### src/rtl/alu16_pkg.sv
package alu16_pkg;

  typedef enum logic [3:0] {
    K_NONE, K_ADD, K_SUB, K_AND, K_XOR, K_MOV,
    K_INC, K_DEC, K_COM, K_NEG, K_ADC
  } kind_e;

  typedef struct packed {
    kind_e kind;
    logic  legal;   // word belongs to a decoded group
    logic  wr_en;   // result goes back to the destination
    logic  upd_cv;  // carry and overflow follow the adder
    logic  jump;    // move into the program-counter register
  } ctrl_t;

  localparam logic [3:0] OPC_SINGLE = 4'b0000;
  localparam logic [3:0] OPC_MOVE   = 4'b0010;
  localparam logic [3:0] OPC_ADD    = 4'b0011;
  localparam logic [3:0] OPC_SUB    = 4'b0100;
  localparam logic [3:0] OPC_CMP    = 4'b0101;
  localparam logic [3:0] OPC_AND    = 4'b0110;
  localparam logic [3:0] OPC_XOR    = 4'b0111;

endpackage

### src/rtl/alu16_decode.sv
module alu16_decode
  import alu16_pkg::*;
#(
  parameter int REG_AW = 3,
  localparam int IW = 4 + 2 * REG_AW
) (
  input  logic [IW-1:0] insn,
  output ctrl_t         ctrl
);

  localparam logic [REG_AW-1:0] PC_REG = {REG_AW{1'b1}};

  logic [3:0]        opc;
  logic [REG_AW-1:0] fld_a;
  logic [REG_AW-1:0] fld_b;

  assign opc   = insn[IW-1 -: 4];
  assign fld_a = insn[2*REG_AW-1 -: REG_AW];
  assign fld_b = insn[REG_AW-1:0];

  always_comb begin
    ctrl        = '0;
    ctrl.kind   = K_NONE;
    ctrl.legal  = 1'b1;
    ctrl.wr_en  = 1'b1;
    unique case (opc)
      OPC_ADD:  begin ctrl.kind = K_ADD; ctrl.upd_cv = 1'b1; end
      OPC_SUB:  begin ctrl.kind = K_SUB; ctrl.upd_cv = 1'b1; end
      OPC_CMP:  begin ctrl.kind = K_SUB; ctrl.upd_cv = 1'b1; ctrl.wr_en = 1'b0; end
      OPC_AND:  ctrl.kind = K_AND;
      OPC_XOR:  ctrl.kind = K_XOR;
      OPC_MOVE: begin ctrl.kind = K_MOV; ctrl.jump = (fld_b == PC_REG); end
      OPC_SINGLE: begin
        if (fld_a == REG_AW'(1))      ctrl.kind = K_INC;
        else if (fld_a == REG_AW'(2)) ctrl.kind = K_DEC;
        else if (fld_a == REG_AW'(3)) ctrl.kind = K_COM;
        else if (fld_a == REG_AW'(4)) begin ctrl.kind = K_NEG; ctrl.upd_cv = 1'b1; end
        else if (fld_a == REG_AW'(5)) begin ctrl.kind = K_ADC; ctrl.upd_cv = 1'b1; end
        else begin ctrl.legal = 1'b0; ctrl.wr_en = 1'b0; end
      end
      default: begin ctrl.legal = 1'b0; ctrl.wr_en = 1'b0; end
    endcase
  end

endmodule

### src/rtl/alu16_datapath.sv
module alu16_datapath
  import alu16_pkg::*;
#(
  parameter int DATA_W = 16
) (
  input  kind_e             kind,
  input  logic [DATA_W-1:0] src_val,
  input  logic [DATA_W-1:0] dst_val,
  input  logic              c_in,
  output logic [DATA_W-1:0] res,
  output logic              c_out,
  output logic              ov_out
);

  localparam int MSB = DATA_W - 1;

  logic [DATA_W-1:0] op_a;
  logic [DATA_W-1:0] op_b;
  logic              cin;
  logic [DATA_W:0]   sum;

  // operand steering for the single shared adder
  always_comb begin
    op_a = dst_val;
    op_b = '0;
    cin  = 1'b0;
    unique case (kind)
      K_ADD: op_b = src_val;
      K_SUB: begin op_b = ~src_val; cin = 1'b1; end
      K_INC: cin = 1'b1;
      K_DEC: op_b = '1;
      K_NEG: begin op_a = '0; op_b = ~dst_val; cin = 1'b1; end
      K_ADC: cin = c_in;
      default: ;
    endcase
  end

  assign sum    = {1'b0, op_a} + {1'b0, op_b} + {{DATA_W{1'b0}}, cin};
  assign c_out  = sum[DATA_W];
  assign ov_out = (op_a[MSB] == op_b[MSB]) && (sum[MSB] != op_a[MSB]);

  always_comb begin
    unique case (kind)
      K_AND:   res = dst_val & src_val;
      K_XOR:   res = dst_val ^ src_val;
      K_COM:   res = ~dst_val;
      K_MOV:   res = src_val;
      default: res = sum[DATA_W-1:0];
    endcase
  end

endmodule

### src/rtl/alu16_regfile.sv
module alu16_regfile #(
  parameter int DATA_W = 16,
  parameter int NREG   = 8,
  localparam int AW    = $clog2(NREG)
) (
  input  logic              clk,
  input  logic              rst_n,
  input  logic              we,
  input  logic [AW-1:0]     waddr,
  input  logic [DATA_W-1:0] wdata,
  input  logic [AW-1:0]     ra_src,
  output logic [DATA_W-1:0] rd_src,
  input  logic [AW-1:0]     ra_dst,
  output logic [DATA_W-1:0] rd_dst,
  input  logic [AW-1:0]     ra_obs,
  output logic [DATA_W-1:0] rd_obs
);

  logic [DATA_W-1:0] mem_q [NREG];

  for (genvar g = 0; g < NREG; g++) begin : g_reg
    always_ff @(posedge clk or negedge rst_n) begin
      if (!rst_n)                                  mem_q[g] <= '0;
      else if (we && (waddr == AW'(g)))            mem_q[g] <= wdata;
    end
  end

  assign rd_src = mem_q[ra_src];
  assign rd_dst = mem_q[ra_dst];
  assign rd_obs = mem_q[ra_obs];

endmodule

### src/rtl/alu16_exec.sv
module alu16_exec
  import alu16_pkg::*;
#(
  parameter int DATA_W   = 16,
  parameter int NREG     = 8,
  parameter int BASE_CYC = 6,
  parameter int CYC_W    = 4,
  localparam int AW      = $clog2(NREG),
  localparam int IW      = 4 + 2 * AW
) (
  input  logic              clk,
  input  logic              rst_n,
  input  logic              issue_i,
  input  logic [IW-1:0]     insn_i,
  input  logic [AW-1:0]     rd_sel_i,
  output logic [DATA_W-1:0] rd_data_o,
  output logic              flag_s_o,
  output logic              flag_z_o,
  output logic              flag_c_o,
  output logic              flag_ov_o,
  output logic              done_o,
  output logic [CYC_W-1:0]  cycles_o,
  output logic              jump_o
);

  localparam logic [AW-1:0] HI_FIRST = AW'(NREG - 2);

  // reset: asserted asynchronously, released on the clock
  logic [1:0] rst_pipe;
  logic       rst_q;
  always_ff @(posedge clk or negedge rst_n) begin
    if (!rst_n) rst_pipe <= '0;
    else        rst_pipe <= {rst_pipe[0], 1'b1};
  end
  assign rst_q = rst_pipe[1];

  ctrl_t             ctrl;
  logic [AW-1:0]     src_a;
  logic [AW-1:0]     dst_a;
  logic [DATA_W-1:0] src_v, dst_v, res;
  logic              c_new, ov_new;
  logic              fire;

  assign src_a = insn_i[2*AW-1 -: AW];
  assign dst_a = insn_i[AW-1:0];
  assign fire  = issue_i && ctrl.legal;

  alu16_decode #(.REG_AW(AW)) u_dec (.insn(insn_i), .ctrl(ctrl));

  alu16_regfile #(.DATA_W(DATA_W), .NREG(NREG)) u_rf (
    .clk(clk), .rst_n(rst_q),
    .we(fire && ctrl.wr_en), .waddr(dst_a), .wdata(res),
    .ra_src(src_a), .rd_src(src_v),
    .ra_dst(dst_a), .rd_dst(dst_v),
    .ra_obs(rd_sel_i), .rd_obs(rd_data_o)
  );

  alu16_datapath #(.DATA_W(DATA_W)) u_dp (
    .kind(ctrl.kind), .src_val(src_v), .dst_val(dst_v), .c_in(flag_c_o),
    .res(res), .c_out(c_new), .ov_out(ov_new)
  );

  // next-state
  logic             s_d, z_d, c_d, ov_d, done_d, jump_d;
  logic [CYC_W-1:0] cyc_d;

  always_comb begin
    s_d    = flag_s_o;
    z_d    = flag_z_o;
    c_d    = flag_c_o;
    ov_d   = flag_ov_o;
    done_d = fire;
    jump_d = fire && ctrl.jump;
    cyc_d  = cycles_o;
    if (fire) begin
      s_d   = res[DATA_W-1];
      z_d   = (res == '0);
      cyc_d = CYC_W'(BASE_CYC) + CYC_W'(dst_a >= HI_FIRST);
      if (ctrl.upd_cv) begin
        c_d  = c_new;
        ov_d = ov_new;
      end
    end
  end

  // registers
  always_ff @(posedge clk or negedge rst_q) begin
    if (!rst_q) begin
      flag_s_o  <= 1'b0;
      flag_z_o  <= 1'b0;
      flag_c_o  <= 1'b0;
      flag_ov_o <= 1'b0;
      done_o    <= 1'b0;
      jump_o    <= 1'b0;
      cycles_o  <= '0;
    end else begin
      flag_s_o  <= s_d;
      flag_z_o  <= z_d;
      flag_c_o  <= c_d;
      flag_ov_o <= ov_d;
      done_o    <= done_d;
      jump_o    <= jump_d;
      cycles_o  <= cyc_d;
    end
  end

endmodule

### config.mk
export PLATFORM = sky130hd
export DESIGN_NAME = alu16_exec
export DESIGN_NICKNAME = d
export VERILOG_FILES = /design/src/rtl/alu16_pkg.sv /design/src/rtl/alu16_decode.sv /design/src/rtl/alu16_datapath.sv /design/src/rtl/alu16_regfile.sv /design/src/rtl/alu16_exec.sv
export SDC_FILE = /design/constraint.sdc
export NUM_CORES = 1
export LEC_CHECK = 0
export BUFFER_PORTS_ARGS = -buffer_cell sky130_fd_sc_hd__buf_2
export CORE_UTILIZATION = 31
export DETAILED_ROUTE_END_ITERATION = 8
export GPL_TIMING_DRIVEN = 1
export PLACE_DENSITY_LB_ADDON = 0.15
export SKIP_CTS_REPAIR_TIMING = 1
export SYNTH_ARGS = -nofsm -noshare
export SYNTH_HDL_FRONTEND = slang
export SYNTH_SLANG_ARGS = --single-unit
### constraint.sdc
create_clock -name clk -period 5.21 [get_ports clk]
set_input_delay 0.521 -clock clk [delete_from_list [all_inputs] [get_ports clk]]
set_output_delay 0.521 -clock clk [all_outputs]
set_load 0.05 [all_outputs]
# ---- After elaboration in Yosys (flattened, before gate mapping)
# Cells that the tools add are included.
dict set report totals {
  output_inout_bits 26
  word_cells 111
  regBits 140
  in_bits 16
}
dict set report op_classes {
  n_reduce_logical 21
  bitwise 7
  n_mux 30
  n_lt_le_gt_ge 4
  addsub 3
  eq_ne 30
}
# cell n
set ops {}
lappend ops {{$bmux W16 S3} 3}
lappend ops {{$pmux W16 S4} 2}
lappend ops {{$mux W16} 7}
lappend ops {{$eq A4 B3 Y1 const B} 8}
lappend ops {{$not A16 Y16} 2}
lappend ops {{$pmux W4 S6} 1}
lappend ops {{$mux W4} 5}
lappend ops {{$eq A3 B3 Y1 const B} 6}
lappend ops {{$add A16 B16 Y17} 1}
lappend ops {{$add A17 B1 Y17} 1}
lappend ops {{$and A16 B16 Y16} 1}
lappend ops {{$eq A4 B2 Y1 const B} 4}
lappend ops {{$logic_not A16 Y1} 1}
lappend ops {{$xor A16 B16 Y16} 1}
lappend ops {{$eq A3 B2 Y1 const B} 4}
lappend ops {{$eq A4 B4 Y1 const B} 3}
lappend ops {{$ge A4 B4 Y1 const B} 3}
lappend ops {{$logic_and A1 B1 Y1} 12}
lappend ops {{$not A3 Y4} 3}
lappend ops {{$mux W3} 3}
lappend ops {{$pmux W1 S2} 4}
lappend ops {{$eq A3 B1 Y1 const B} 2}
lappend ops {{$reduce_or A3 Y1} 2}
lappend ops {{$reduce_or A6 Y1} 1}
lappend ops {{other kinds (12)} 15}

# ---- Logic depth before layout (Yosys ltp)
dict set report logic_depth {
  ltp_word 13
  ltp_mapped 24
  ltp_nobuf 20
}

# ---- Cells and area by module
# Synthesis repeated with hierarchy kept, for this count alone.
dict set report unflattened {
  hier_cells 821
  area_unflattened_um2 10736.5
}
# module seq_area_each_um2 cells_per_inst n_inst area_per_inst_um2
set by_module_without_submodules {}
lappend by_module_without_submodules {alu16_regfile 3203.1 450 1 8071.5}
lappend by_module_without_submodules {alu16_datapath 0.0 297 1 2023.2}
lappend by_module_without_submodules {alu16_exec 250.2 33 1 404.1}
lappend by_module_without_submodules {alu16_decode 0.0 41 1 237.7}

# ---- Least setup slack after synthesis
# OpenSTA, ideal clock, no wires.
dict set report synth_timing {
  path_type {input port to flip-flop}
  start {input insn_i[4]}
  end {register flag_z_o}
  stages 24
  path_buffers 5
  arrival_ns 5.019
  t_required_ns 5.144
  slack_ns 0.126
  setup_time_ns 0.066
  path_cell_list {buf_6 > buf_6 > inv_1 > ha_1 > mux2i_1 > o2bb2ai_2 > and2_1 > clkbuf_1 > nor2b_1 > clkbuf_1 > clkbuf_1 > a31o_2 > fa_1 > inv_1 > fa_1 > nand2b_1 > a21o_1 > o211a_1 > o31a_1 > o211a_1 > a211oi_4 > o2111a_1 > nand4b_1 > nand2_1}
}
dict set report synth_via {
  elab_chain_cells 13
  word_cells_on_any_way 43
  classes_between {add/sub (2); eq/ne (15); mux (19); bitwise (4); reduce/logical (3)}
}
# element line
set synth_rtl {}
lappend synth_rtl {{from (decl)} alu16_exec.sv:14} ;# input logic [IW-1:0] insn_i,
lappend synth_rtl {{$eq A3 B3 Y1} alu16_decode.sv:38} ;# else if (fld_a == REG_AW'(5)) begin ctrl.kind = K_ADC; ctrl.upd_cv = 1'b1; end
lappend synth_rtl {{$mux W4} alu16_decode.sv:38}
lappend synth_rtl {{$mux W4} alu16_decode.sv:37} ;# else if (fld_a == REG_AW'(4)) begin ctrl.kind = K_NEG; ctrl.upd_cv = 1'b1; end
lappend synth_rtl {{$mux W4} alu16_decode.sv:36} ;# else if (fld_a == REG_AW'(3)) ctrl.kind = K_COM;
lappend synth_rtl {{$mux W4} alu16_decode.sv:35} ;# else if (fld_a == REG_AW'(2)) ctrl.kind = K_DEC;
lappend synth_rtl {{$mux W4} alu16_decode.sv:34} ;# if (fld_a == REG_AW'(1)) ctrl.kind = K_INC;
lappend synth_rtl {{$pmux W4 S6} alu16_decode.sv:26} ;# unique case (opc)
lappend synth_rtl {{$eq A4 B4 Y1, or another cell as far along} alu16_datapath.sv:27} ;# unique case (kind)
lappend synth_rtl {{$pmux W16 S4, or another cell as far along} alu16_datapath.sv:27}
lappend synth_rtl {{$add A16 B16 Y17 or $pmux W1 S2 (tied branches)} {alu16_datapath.sv:38, alu16_datapath.sv:27}}
lappend synth_rtl {{$add A17 B1 Y17} alu16_datapath.sv:38} ;# assign sum = {1'b0, op_a} + {1'b0, op_b} + {{DATA_W{1'b0}}, cin};
lappend synth_rtl {{$pmux W16 S4} alu16_datapath.sv:43} ;# unique case (kind)
lappend synth_rtl {{$logic_not A16 Y1} alu16_exec.sv:77} ;# z_d = (res == '0);
lappend synth_rtl {{to (signal assigned)} alu16_exec.sv:98} ;# flag_z_o <= z_d;
lappend synth_rtl {{to (decl)} alu16_exec.sv:18} ;# output logic flag_z_o,
# Parallel ways exist; a longest one is shown, timed or not. The select of a mux whose other input is x is not followed.
# A chain may end at the register's enable or synchronous reset.

# ---- Worst setup path after layout
dict set report layout_timing {
  start {input insn_i[4]}
  end {register u_rf.mem_q[110] in the netlist's numbering}
}
dict set report layout_via {
  elab_chain_cells 12
  word_cells_on_any_way 45
  classes_between {add/sub (2); eq/ne (15); mux (20); bitwise (4); reduce/logical (4)}
}
# element line
set layout_rtl {}
lappend layout_rtl {{$eq A3 B3 Y1} alu16_decode.sv:38}
lappend layout_rtl {{$mux W4} alu16_decode.sv:38}
lappend layout_rtl {{$mux W4} alu16_decode.sv:37}
lappend layout_rtl {{$mux W4} alu16_decode.sv:36}
lappend layout_rtl {{$mux W4} alu16_decode.sv:35}
lappend layout_rtl {{$mux W4} alu16_decode.sv:34}
lappend layout_rtl {{$pmux W4 S6} alu16_decode.sv:26}
lappend layout_rtl {{$eq A4 B4 Y1, or another cell as far along} alu16_datapath.sv:27}
lappend layout_rtl {{$pmux W16 S4, or another cell as far along} alu16_datapath.sv:27}
lappend layout_rtl {{$add A16 B16 Y17 or $pmux W1 S2 (tied branches)} {alu16_datapath.sv:38, alu16_datapath.sv:27}}
lappend layout_rtl {{$add A17 B1 Y17} alu16_datapath.sv:38}
lappend layout_rtl {{$pmux W16 S4} alu16_datapath.sv:43}
lappend layout_rtl {{to (signal, indexed assignment)} alu16_regfile.sv:24} ;# else if (we && (waddr == AW'(g))) mem_q[g] <= wdata;
lappend layout_rtl {{to (decl)} alu16_regfile.sv:19} ;# logic [DATA_W-1:0] mem_q [NREG];
# Parallel ways exist; a longest one is shown, timed or not. The select of a mux whose other input is x is not followed.

==> metrics.csv <==
metric,value,unit
status,completed,
yosys.area_share.xor_xnor,1.10,%
hold_depth,0,
gp_congestion,0.868,
synthToLayoutAreaGrowth,13.2,%
core,32600,um2
ff2ff_path_depth,15,
synth_top_cell_by_area,dfrtp_1,
hold_start,rst_pipe[0],
placementRows,66,
cts_tree,built,
ys_async_sr_fraction,100,%
synthDistinctLibCells,82,
worstMarginPinSlew,0.971,ns
dieArea,34000,um2
initial_core_util,31.6,%
slew_headroom,35.3,%
max-cap-violations,0,
die_y,184,um
intPower,2.92,mW
synth_common_cells,"nand2_1, o21ai_0, dfrtp_1",
cts-buffers-inserted,17,
synth-seq-area-share,33.5,%
grt_max_degree,137,
synth_top_family_by_area,multiplexers,
max_clock_freq,0.227,GHz
fin_tns_setup,0,ns
ys.flop_type,dfrtp_1,
dpl.hpwl,23.3,mm
vias_per_cell,5.40,
path_depth,20,
slew_viol_final,0,
critPathMaxStageDelay,0.45,ns
synth_fa_ha_area_share,4.27,%
pwr-share-comb,39.4,%
ant_nets,0,
yosysMostFrequentCell,nand2_1,
drive_gt1_share,24.4,%
power_switching,1.83,mW
drc,0,
io_buffers,40,
syn_inst,1021,
grt_pass1_wl,51.5,mm
path_cells,buf_2 > inv_1 > ha_1 > o21ai_0 > o21ai_0 > and2_1 > nor3_1 > a221oi_1 > o22ai_1 > fa_1 > inv_1 > fa_1 > nand2b_1 > a21o_1 > o211a_1 > o31a_1 > o21ai_0 > a211oi_4 > buf_4 > o21ai_0,
antenna_found_initial,0,
clk_latency,0.44,ns
cts_sinks,138,
start_kind,input pin,
grt-ovfl-total,0,
p_per_area,406,nW/um2
clock_path_buffers,2,
synth_top_area_share,33.5,%
syn_avg_cell_area,10.1,um2
reg2reg_to,u_rf.mem_q[110],
seq_power_share,33.8,%
syn_area,10300,um2
final-setup-viol-count,0,
fin_skew,0.0115,ns
p_sw_share,38.6,%
synth-simple-area-share,12.5,%
grt_pass1_vias,8106,
htree_num_levels,4,
timing.rr.start,u_rf.mem_q[16],
cp_max_fo,14,
clk_pin_slew,0.06,ns
cp.buffers_inverters,4,
synthTopCellsByArea,"dfrtp_1, mux4_2, o21ai_0, nand2_1, mux2i_1",
cp_slowest_cell,fa_1,
drtIter0Drc,617,
synth_mux_area_share,25.2,%
track_usage,20.5,%
power_frac_clock,26.8,%
min_to,rst_pipe[1],
fin_util,35.8,%
synth_edf_count,0,
final_nets,1107,
synth_compound_area_share,17.8,%
die_x,184,um
wl,32.9,mm
critPathKind,input pin to register,
regArea,3460,um2
ioPinCount,42,
drtPass1Iterations,6,
vdd_drop_max,0.000246,V
arrival,4.76,ns
multi_input_comb_area,6290,um2
yosys_register_bits,138,
wl_per_cell,21.8,um
syn_nets,1071,
cp-end-kind,register,
leakagePower,5.11,nW
rsz0062_at_grt,false,
cpMostUsedCell,o21ai_0,
required,5.56,ns
critPathTopFamily,compound AO/OA/AOI/OAI gates,
vias,8159,
diodes,0,
fillCellCount,3343,
period_share,84.6,%
min_path_type,register to register,
hold_viol,0,
r2r_slack,0.88,ns
cts_root_buf,clkbuf_16,
fin_crit,4.41,ns
ys_warn_count,0,
## metal layers
| layer | vias up | GRT usage (%) | part of all wire (%) |
|---|---|---|---|
| met5 | - | 0 | 0 |
| met4 | 0 | 5.67 | 1.6 |
| met3 | 33 | 3.24 | 3.7 |
| met2 | 160 | 32.4 | 47 |
| met1 | 4098 | 29.0 | 48 |
| li1 | 3868 | - | - |
## worst register-to-register path, cell delays in order, from the launching register on
cell	delay (ns)
dfrtp_1	0.41
mux4_2	0.47
mux2i_1	0.39
a221oi_1	0.16
o22ai_1	0.19
fa_1	0.25
inv_1	0.07
fa_1	0.45
nand2b_1	0.18
a21o_1	0.20
o211a_1	0.25
o31a_1	0.34
o21ai_0	0.39
a211oi_4	0.13
buf_4	0.19
o21ai_0	0.17
## cell type report
type | count | share of cell area (%)
clock buffers | 21 | 3.94
clock inverters | 11 | 1.24
inverters | 32 | 1.03
multi-input cells | 771 | 53.9
flip-flops and latches | 138 | 29.6
well taps | 442 | 4.73
repair buffers | 97 | 5.61
## metrics by stage
step | worst slack [ns] | hold WS [ns] | instance area [um2] | power, mW | std cells
floorplan | 0.126 | 0.225 | 10300 | 2.88 | 1021
global placement | 0.380 | 0.306 | 11100 | 3.47 | 1479
detailed placement | 0.326 | 0.307 | 11100 | 3.48 | 1479
CTS | 0.792 | -0.156 | 11700 | 4.78 | 1511
global route | 0.425 | 0.368 | 11700 | 5.05 | 1512
finish | 0.800 | 0.356 | 11700 | 4.75 | 1512
## state kept, by name, indices dropped and copies added, names as in the netlist
| signal | flops |
|---|---|
| rst_pipe | 2 |
| flag_s_o | 1 |
| jump_o | 1 |
| flag_z_o | 1 |
| flag_c_o | 1 |
| done_o | 1 |
| flag_ov_o | 1 |
| u_rf.mem_q | 128 |
| cycles_o | 2 |
## kinds of logic after synthesis
logic type	count (synthesis)
simple gates	293
compound gates	276
mux	153
flops	138
buf+inv	112
fa+ha+maj	34
xor+xnor	13
other cells	2
## layout by cell type, fill, tap and decap left out, drive strengths merged, types with 5 or more instances in the layout
| cell type | netlist | layout |
|---|---|---|
| a211oi | 6 | 6 |
| a21oi | 32 | 32 |
| a221oi | 16 | 16 |
| a22o | 6 | 6 |
| and2 | 10 | 10 |
| buf | 34 | 96 |
| clkbuf | 46 | 21 |
| clkinv | 0 | 5 |
| dfrtp | 138 | 138 |
| ha | 32 | 32 |
| inv | 32 | 32 |
| mux2 | 24 | 24 |
| mux2i | 47 | 47 |
| mux4 | 82 | 82 |
| nand2 | 170 | 170 |
| nand2b | 8 | 8 |
| nand3 | 13 | 13 |
| nand3b | 5 | 5 |
| nor2 | 53 | 53 |
| nor2b | 6 | 6 |
| nor3 | 10 | 10 |
| o211ai | 10 | 10 |
| o21ai | 151 | 151 |
| o22ai | 7 | 7 |
| xnor2 | 8 | 8 |
| xor2 | 5 | 5 |
## power by group through the flow
stage          Sequential, mW  Clock [mW]  Combinational [mW]
2_1_floorplan            1.57           0                1.31
3_3_place_gp             1.61           0                1.86
3_5_place_dp             1.62           0                1.87
4_1_cts                  1.60        1.30                1.88
5_1_grt                  1.65        1.34                2.06
6_report                 1.61        1.27                1.87
## worst max path at each step
stage,start,to,slack [ns]
5_1_grt,insn_i[4],u_rf.mem_q[95],0.42
3_5_place_dp,insn_i[4],u_rf.mem_q[95],0.33
2_1_floorplan,insn_i[4],flag_z_o,0.13
4_1_cts,insn_i[4],u_rf.mem_q[111],0.79
6_report,insn_i[4],u_rf.mem_q[110],0.80
3_3_place_gp,insn_i[0],flag_z_o,0.38
Note: power is estimated with default switching activity, not from simulation.
